`config.mk`:
```
export PLATFORM = sky130hd
export DESIGN_NAME = segfill_mask_unit
export DESIGN_NICKNAME = d
export VERILOG_FILES = /design/src/rtl/segfill_pkg.sv /design/src/rtl/segfill_seed.sv /design/src/rtl/segfill_scan.sv /design/src/rtl/segfill_out_reg.sv /design/src/rtl/segfill_mask_unit.sv
export SDC_FILE = /design/constraint.sdc
export NUM_CORES = 1
export LEC_CHECK = 0
export BUFFER_PORTS_ARGS = -buffer_cell sky130_fd_sc_hd__clkbuf_2
export CAP_MARGIN = 20
export CORE_ASPECT_RATIO = 1.5
export CORE_MARGIN = 2
export CORE_UTILIZATION = 25
export DETAILED_ROUTE_END_ITERATION = 8
export GPL_TIMING_DRIVEN = 1
export HOLD_SLACK_MARGIN = 0.02
export SYNTH_ARGS = -nofsm -noshare
export SYNTH_HDL_FRONTEND = slang
export SYNTH_SLANG_ARGS = --single-unit
export TNS_END_PERCENT = 5
```
`constraint.sdc`:
```
create_clock -name clk -period 1.1 [get_ports clk]
set_input_delay 0.055 -clock clk [delete_from_list [all_inputs] [get_ports clk]]
set_output_delay 0.055 -clock clk [all_outputs]
set_load 0.02 [all_outputs]
```
`src/rtl/segfill_pkg.sv`:
```
package segfill_pkg;

  // Structure of the scan that resolves the fill state across the word
  typedef enum logic [0:0] {
    SCAN_RIPPLE = 1'b0,
    SCAN_PREFIX = 1'b1
  } scan_style_e;

endpackage

```
`src/rtl/segfill_seed.sv`:
```
// Per-bit generate/propagate terms for the fill scan.
// Filling leaving bit i = gen[i] | (prop[i] & filling leaving bit i-1).
// The start state at bit 0 (filling when the mask is disabled) is folded into gen[0].
module segfill_seed #(
  parameter int W = 64
) (
  input  logic [W-1:0] src_word,
  input  logic [W-1:0] restart_mask,
  input  logic         mask_en,
  output logic [W-1:0] gen,
  output logic [W-1:0] prop
);

  for (genvar b = 0; b < W; b++) begin : g_bit
    if (b == 0) begin : g_lsb
      assign gen[b] = ~src_word[b] & (~mask_en | restart_mask[b]);
    end else begin : g_upper
      assign gen[b] = ~src_word[b] & mask_en & restart_mask[b];
    end
    assign prop[b] = ~src_word[b];
  end

endmodule

```
`src/rtl/segfill_scan.sv`:
```
// Resolves the fill state at every bit from the generate/propagate terms.
module segfill_scan
  import segfill_pkg::*;
#(
  parameter int          W     = 64,
  parameter scan_style_e STYLE = SCAN_PREFIX
) (
  input  logic [W-1:0] gen,
  input  logic [W-1:0] prop,
  output logic [W-1:0] fill
);

  localparam int LEVELS = (W > 1) ? $clog2(W) : 0;

  if (STYLE == SCAN_RIPPLE) begin : g_ripple
    logic acc;
    always_comb begin
      acc  = 1'b0;
      fill = '0;
      for (int b = 0; b < W; b++) begin
        acc     = gen[b] | (prop[b] & acc);
        fill[b] = acc;
      end
    end
  end else begin : g_prefix
    // Logarithmic prefix network; each level doubles the span it combines
    logic [W-1:0] g_cur, p_cur, g_nxt, p_nxt;
    always_comb begin
      g_cur = gen;
      p_cur = prop;
      g_nxt = gen;
      p_nxt = prop;
      for (int lv = 0; lv < LEVELS; lv++) begin
        g_nxt = g_cur;
        p_nxt = p_cur;
        for (int b = (1 << lv); b < W; b++) begin
          g_nxt[b] = g_cur[b] | (p_cur[b] & g_cur[b - (1 << lv)]);
          p_nxt[b] = p_cur[b] & p_cur[b - (1 << lv)];
        end
        g_cur = g_nxt;
        p_cur = p_nxt;
      end
      fill = g_cur;
    end
  end

endmodule

```
`src/rtl/segfill_out_reg.sv`:
```
// Output stage: the valid flag follows the input each cycle, and the word loads only on a request.
module segfill_out_reg #(
  parameter int W = 64
) (
  input  logic         clk,
  input  logic         rst_n,
  input  logic         load,
  input  logic [W-1:0] next_word,
  output logic         vld_q,
  output logic [W-1:0] word_q
);

  logic         vld_d;
  logic [W-1:0] word_d;

  always_comb begin
    vld_d  = load;
    word_d = word_q;
    if (load) begin
      word_d = next_word;
    end
  end

  always_ff @(posedge clk or negedge rst_n) begin
    if (!rst_n) begin
      vld_q  <= 1'b0;
      word_q <= '0;
    end else begin
      vld_q  <= vld_d;
      word_q <= word_d;
    end
  end

endmodule

```
`src/rtl/segfill_mask_unit.sv`:
```
module segfill_mask_unit
  import segfill_pkg::*;
#(
  parameter int          W     = 64,
  parameter scan_style_e STYLE = SCAN_PREFIX
) (
  input  logic         clk,
  input  logic         rst_n,
  input  logic         in_valid,
  input  logic [W-1:0] src_word,
  input  logic [W-1:0] restart_mask,
  input  logic         mask_en,
  output logic         out_valid,
  output logic [W-1:0] out_word
);

  logic [W-1:0] gen;
  logic [W-1:0] prop;
  logic [W-1:0] fill;

  segfill_seed #(.W(W)) u_seed (
    .src_word     (src_word),
    .restart_mask (restart_mask),
    .mask_en      (mask_en),
    .gen          (gen),
    .prop         (prop)
  );

  segfill_scan #(.W(W), .STYLE(STYLE)) u_scan (
    .gen  (gen),
    .prop (prop),
    .fill (fill)
  );

  segfill_out_reg #(.W(W)) u_out (
    .clk       (clk),
    .rst_n     (rst_n),
    .load      (in_valid),
    .next_word (fill),
    .vld_q     (out_valid),
    .word_q    (out_word)
  );

endmodule

```
==> out/qor.txt <==
crit path kind - input pin to register
largest net degree at the start of global routing - 66
main flop type after synthesis - dfrtp_1
worst setup margin - -0.678 ns
Critical Path Start Type - input pin
layout cells sized above 1 - 48.1%
Hold/Removal Path Class - input pin to register
Pwr Total - 9.30 mW
CTS tree - done
Fin. Hold Viols - 0
Post-Synth Adder-Cell Area - 0%
CP max FO - 8
max_slew headroom - 58.9%
number of global-route vias before repair - 7,618
vias post-DR - 7,618
worst-case clock buffer depth - 2
clk sinks - 65
Reg2Reg Depth - 3
number of diodes - 0
DRC viols - 0
max_cap viols - 0
# IOs - 197
die area - 0.0242 mm²
RSZ-0062 raised after global routing - yes
Seq cells post-synth - 65
nets@finish - 1,319
GRT overflow - 0
run status - finished, violations left
yosys warns - 0
Leak - 4.48 nW
fin crit share - 162%
clock skew - 0 ns
Crit path required time - 1.32 ns
worst hold slack - 0.0682 ns
Die Wd - 128 µm
first-pass GRT wire length - 39.9 mm
Worst Setup End Kind - register
post-synthesis sequential area ratio - 28.4%
Pwr Density - 953 mW/mm²
clk slew on worst S/H paths - 0.06 ns
Clk Tree Root Cell - clkbuf_16
routed len/inst - 18.2 µm
drt first pass iters - 5
area grow syn2layout - 70.3%
Final Max Slew Viols - 0
CTS Buf Count - 9
initial antenna violation count - 0
WHS Path Cells - 3
GPL Wtd Cong - 0.873
Worst Tran Pin Value - 0.611 ns
Skew-Pair Late Insertion Delay - 0.34 ns
ANT nets after route - 0
XOR/XNOR Fraction of Synth Area - 0%
combinational family with the most area after synthesis - compound AO/OA/AOI/OAI gates
Tmin final - 1.78 ns
count of cell types in the netlist - 78
Final setup viols - 53
Inst Count DP - 1,442
gr usage total - 21.1%
initial core utilization - 25.5%
Max VDD drop - 798 µV
mux cell area share after synthesis - 2.12%
Synth Area in Simple Gates - 31.6%
number of synthesized flops with an enable pin - 0
Final HPWL DP - 21.5 mm
vias per cell - 5.19
final WL - 26.7 mm
H-tree levels - 3
post-synthesis net count - 895
Arr. time, crit path - 2.00 ns
number of DRC markers in iteration 0 - 364
commonest non-fill, non-tap cell in the layout - buf_4
Final Util - 43.5%
Mapped Cells - 763
Compound-Gate Fraction of Synth Area - 33.5%
syn_area_per_cell - 7.52 µm²
failing checks - setup timing
Non-Filler Instances - 1,468
Placeable Area - 0.0225 mm²
std cell rows - 67
Async S/R FF share, synth - 100%
number of port buffers - 196
Die Span Y - 189 µm
most frequent cells in the layout - 247 x buf_4, 192 x clkbuf_2, 90 x nor2b_1
Fmax - 563 MHz
Mapped Area - 0.00573 mm²
==> path summary, 6_finish.rpt <==
path	from	slack (ns)	endpoint
max	mask_en	-0.68	u_out.word_q[58]$_DFFE_PN0P_
min	src_word[5]	0.07	u_out.word_q[5]$_DFFE_PN0P_
max reg2reg	u_out.word_q[62]$_DFFE_PN0P_	0.10	u_out.word_q[62]$_DFFE_PN0P_
min reg2reg	u_out.word_q[26]$_DFFE_PN0P_	0.48	u_out.word_q[26]$_DFFE_PN0P_
max in group asynchronous	rst_n	0.51	u_out.word_q[20]$_DFFE_PN0P_
min in group asynchronous	rst_n	0.25	u_out.word_q[4]$_DFFE_PN0P_
==> cells by family (layout without fill, tap and decap cells) <==
logic type | count (synthesis) | in the layout
muxes | 11 | 11
and+or+nand+nor | 338 | 338
buffers and inverters | 63 | 492
DFF | 65 | 65
AOI/OAI and AO/OA | 286 | 286
==> what timing repair did <==
item                                    in CTS  in global routing
resized for setup                           28                 84
gates cloned                                 2                  0
buffers inserted                             0                  6
hold endpoints to repair                    66                  0
endpoints found under the setup margin      53                 56
hold buffers                                 2                  0
pin swaps                                   10                 27
==> Yosys cell counts (all sizes together), types with 3 or more instances <==
library cell	number	area [µm²]
a211oi	4	30.0
a21bo	3	30.0
a21o	10	75.1
a21oi	53	265
a22o	3	26.3
a22oi	3	27.5
a31o	3	26.3
a31oi	14	87.6
and2	7	43.8
buf	7	42.5
clkbuf	36	135
dfrtp	65	1630
inv	19	71.3
mux2	6	71.3
mux2i	5	50.1
nand2	47	179
nand2b	4	25.0
nand3	17	85.1
nand4	8	50.1
nor2	83	312
nor2b	93	582
nor3	9	45.0
nor3b	3	27.5
nor4	33	213
o211ai	11	87.6
o21a	13	97.6
o21ai	79	403
o21ba	4	40.0
o21bai	8	60.1
o22ai	4	25.0
o311ai	3	26.3
o31a	5	43.8
o31ai	40	305
o41ai	3	52.6
or2	5	31.3
or3	7	43.8
or4	12	90.1
==> through the flow <==
stage	worst slack, ns	cell area [µm²]	TNS (ns)
6_report	-0.678	9760	-23.73
3_5_place_dp	-1.15	8870	-51.63
2_1_floorplan	-0.729	5750	-26.11
5_1_grt	-0.730	9760	-28.30
3_3_place_gp	-1.10	8870	-50.13
4_1_cts	-0.668	9420	-27.01
==> per-layer routing <==
| layer | up-vias | global-route usage (%) | routed length [µm] |
|---|---|---|---|
| met5 | - | 0 | 0 |
| met3 | 55 | 2.91 | 1200 |
| met4 | 0 | 11.1 | 1330 |
| met2 | 242 | 39.2 | 14000 |
| li1 | 3719 | - | - |
| met1 | 3602 | 22.9 | 10200 |
==> where the power goes <==
group	switching, mW	total, mW	leakage (nW)	internal, mW
Combinational	1.77	3.27	3.51	1.49
Clock	1.24	3.24	0.153	2.01
Sequential	0.170	2.79	0.810	2.62
Total	3.18	9.30	4.48	6.12
==> layout make-up <==
class	instances	area [µm²]
multi-input cells	635	4270
clock buffers	9	225
inverters	20	80.1
clock inverters	7	101
fillers	2284	12700
flip-flops and latches	65	1630
repair buffers	456	3110
well taps	276	345
==> critical path, cell delays in order <==
cell	delay [ns]
buf_12	0.12
buf_12	0.14
buf_6	0.13
nor2b_1	0.12
o21ai_1	0.12
o31a_1	0.25
buf_4	0.14
o21bai_1	0.08
a2111o_1	0.38
a31o_2	0.24
a21oi_1	0.14
o22ai_1	0.09
==> registers in the layout, summed over array words and instances, names as in the netlist <==
| register | flops |
|---|---|
| u_out.word_q | 64 |
| u_out.vld_q | 1 |
No activity file was read; power rests on OpenSTA's default activity.
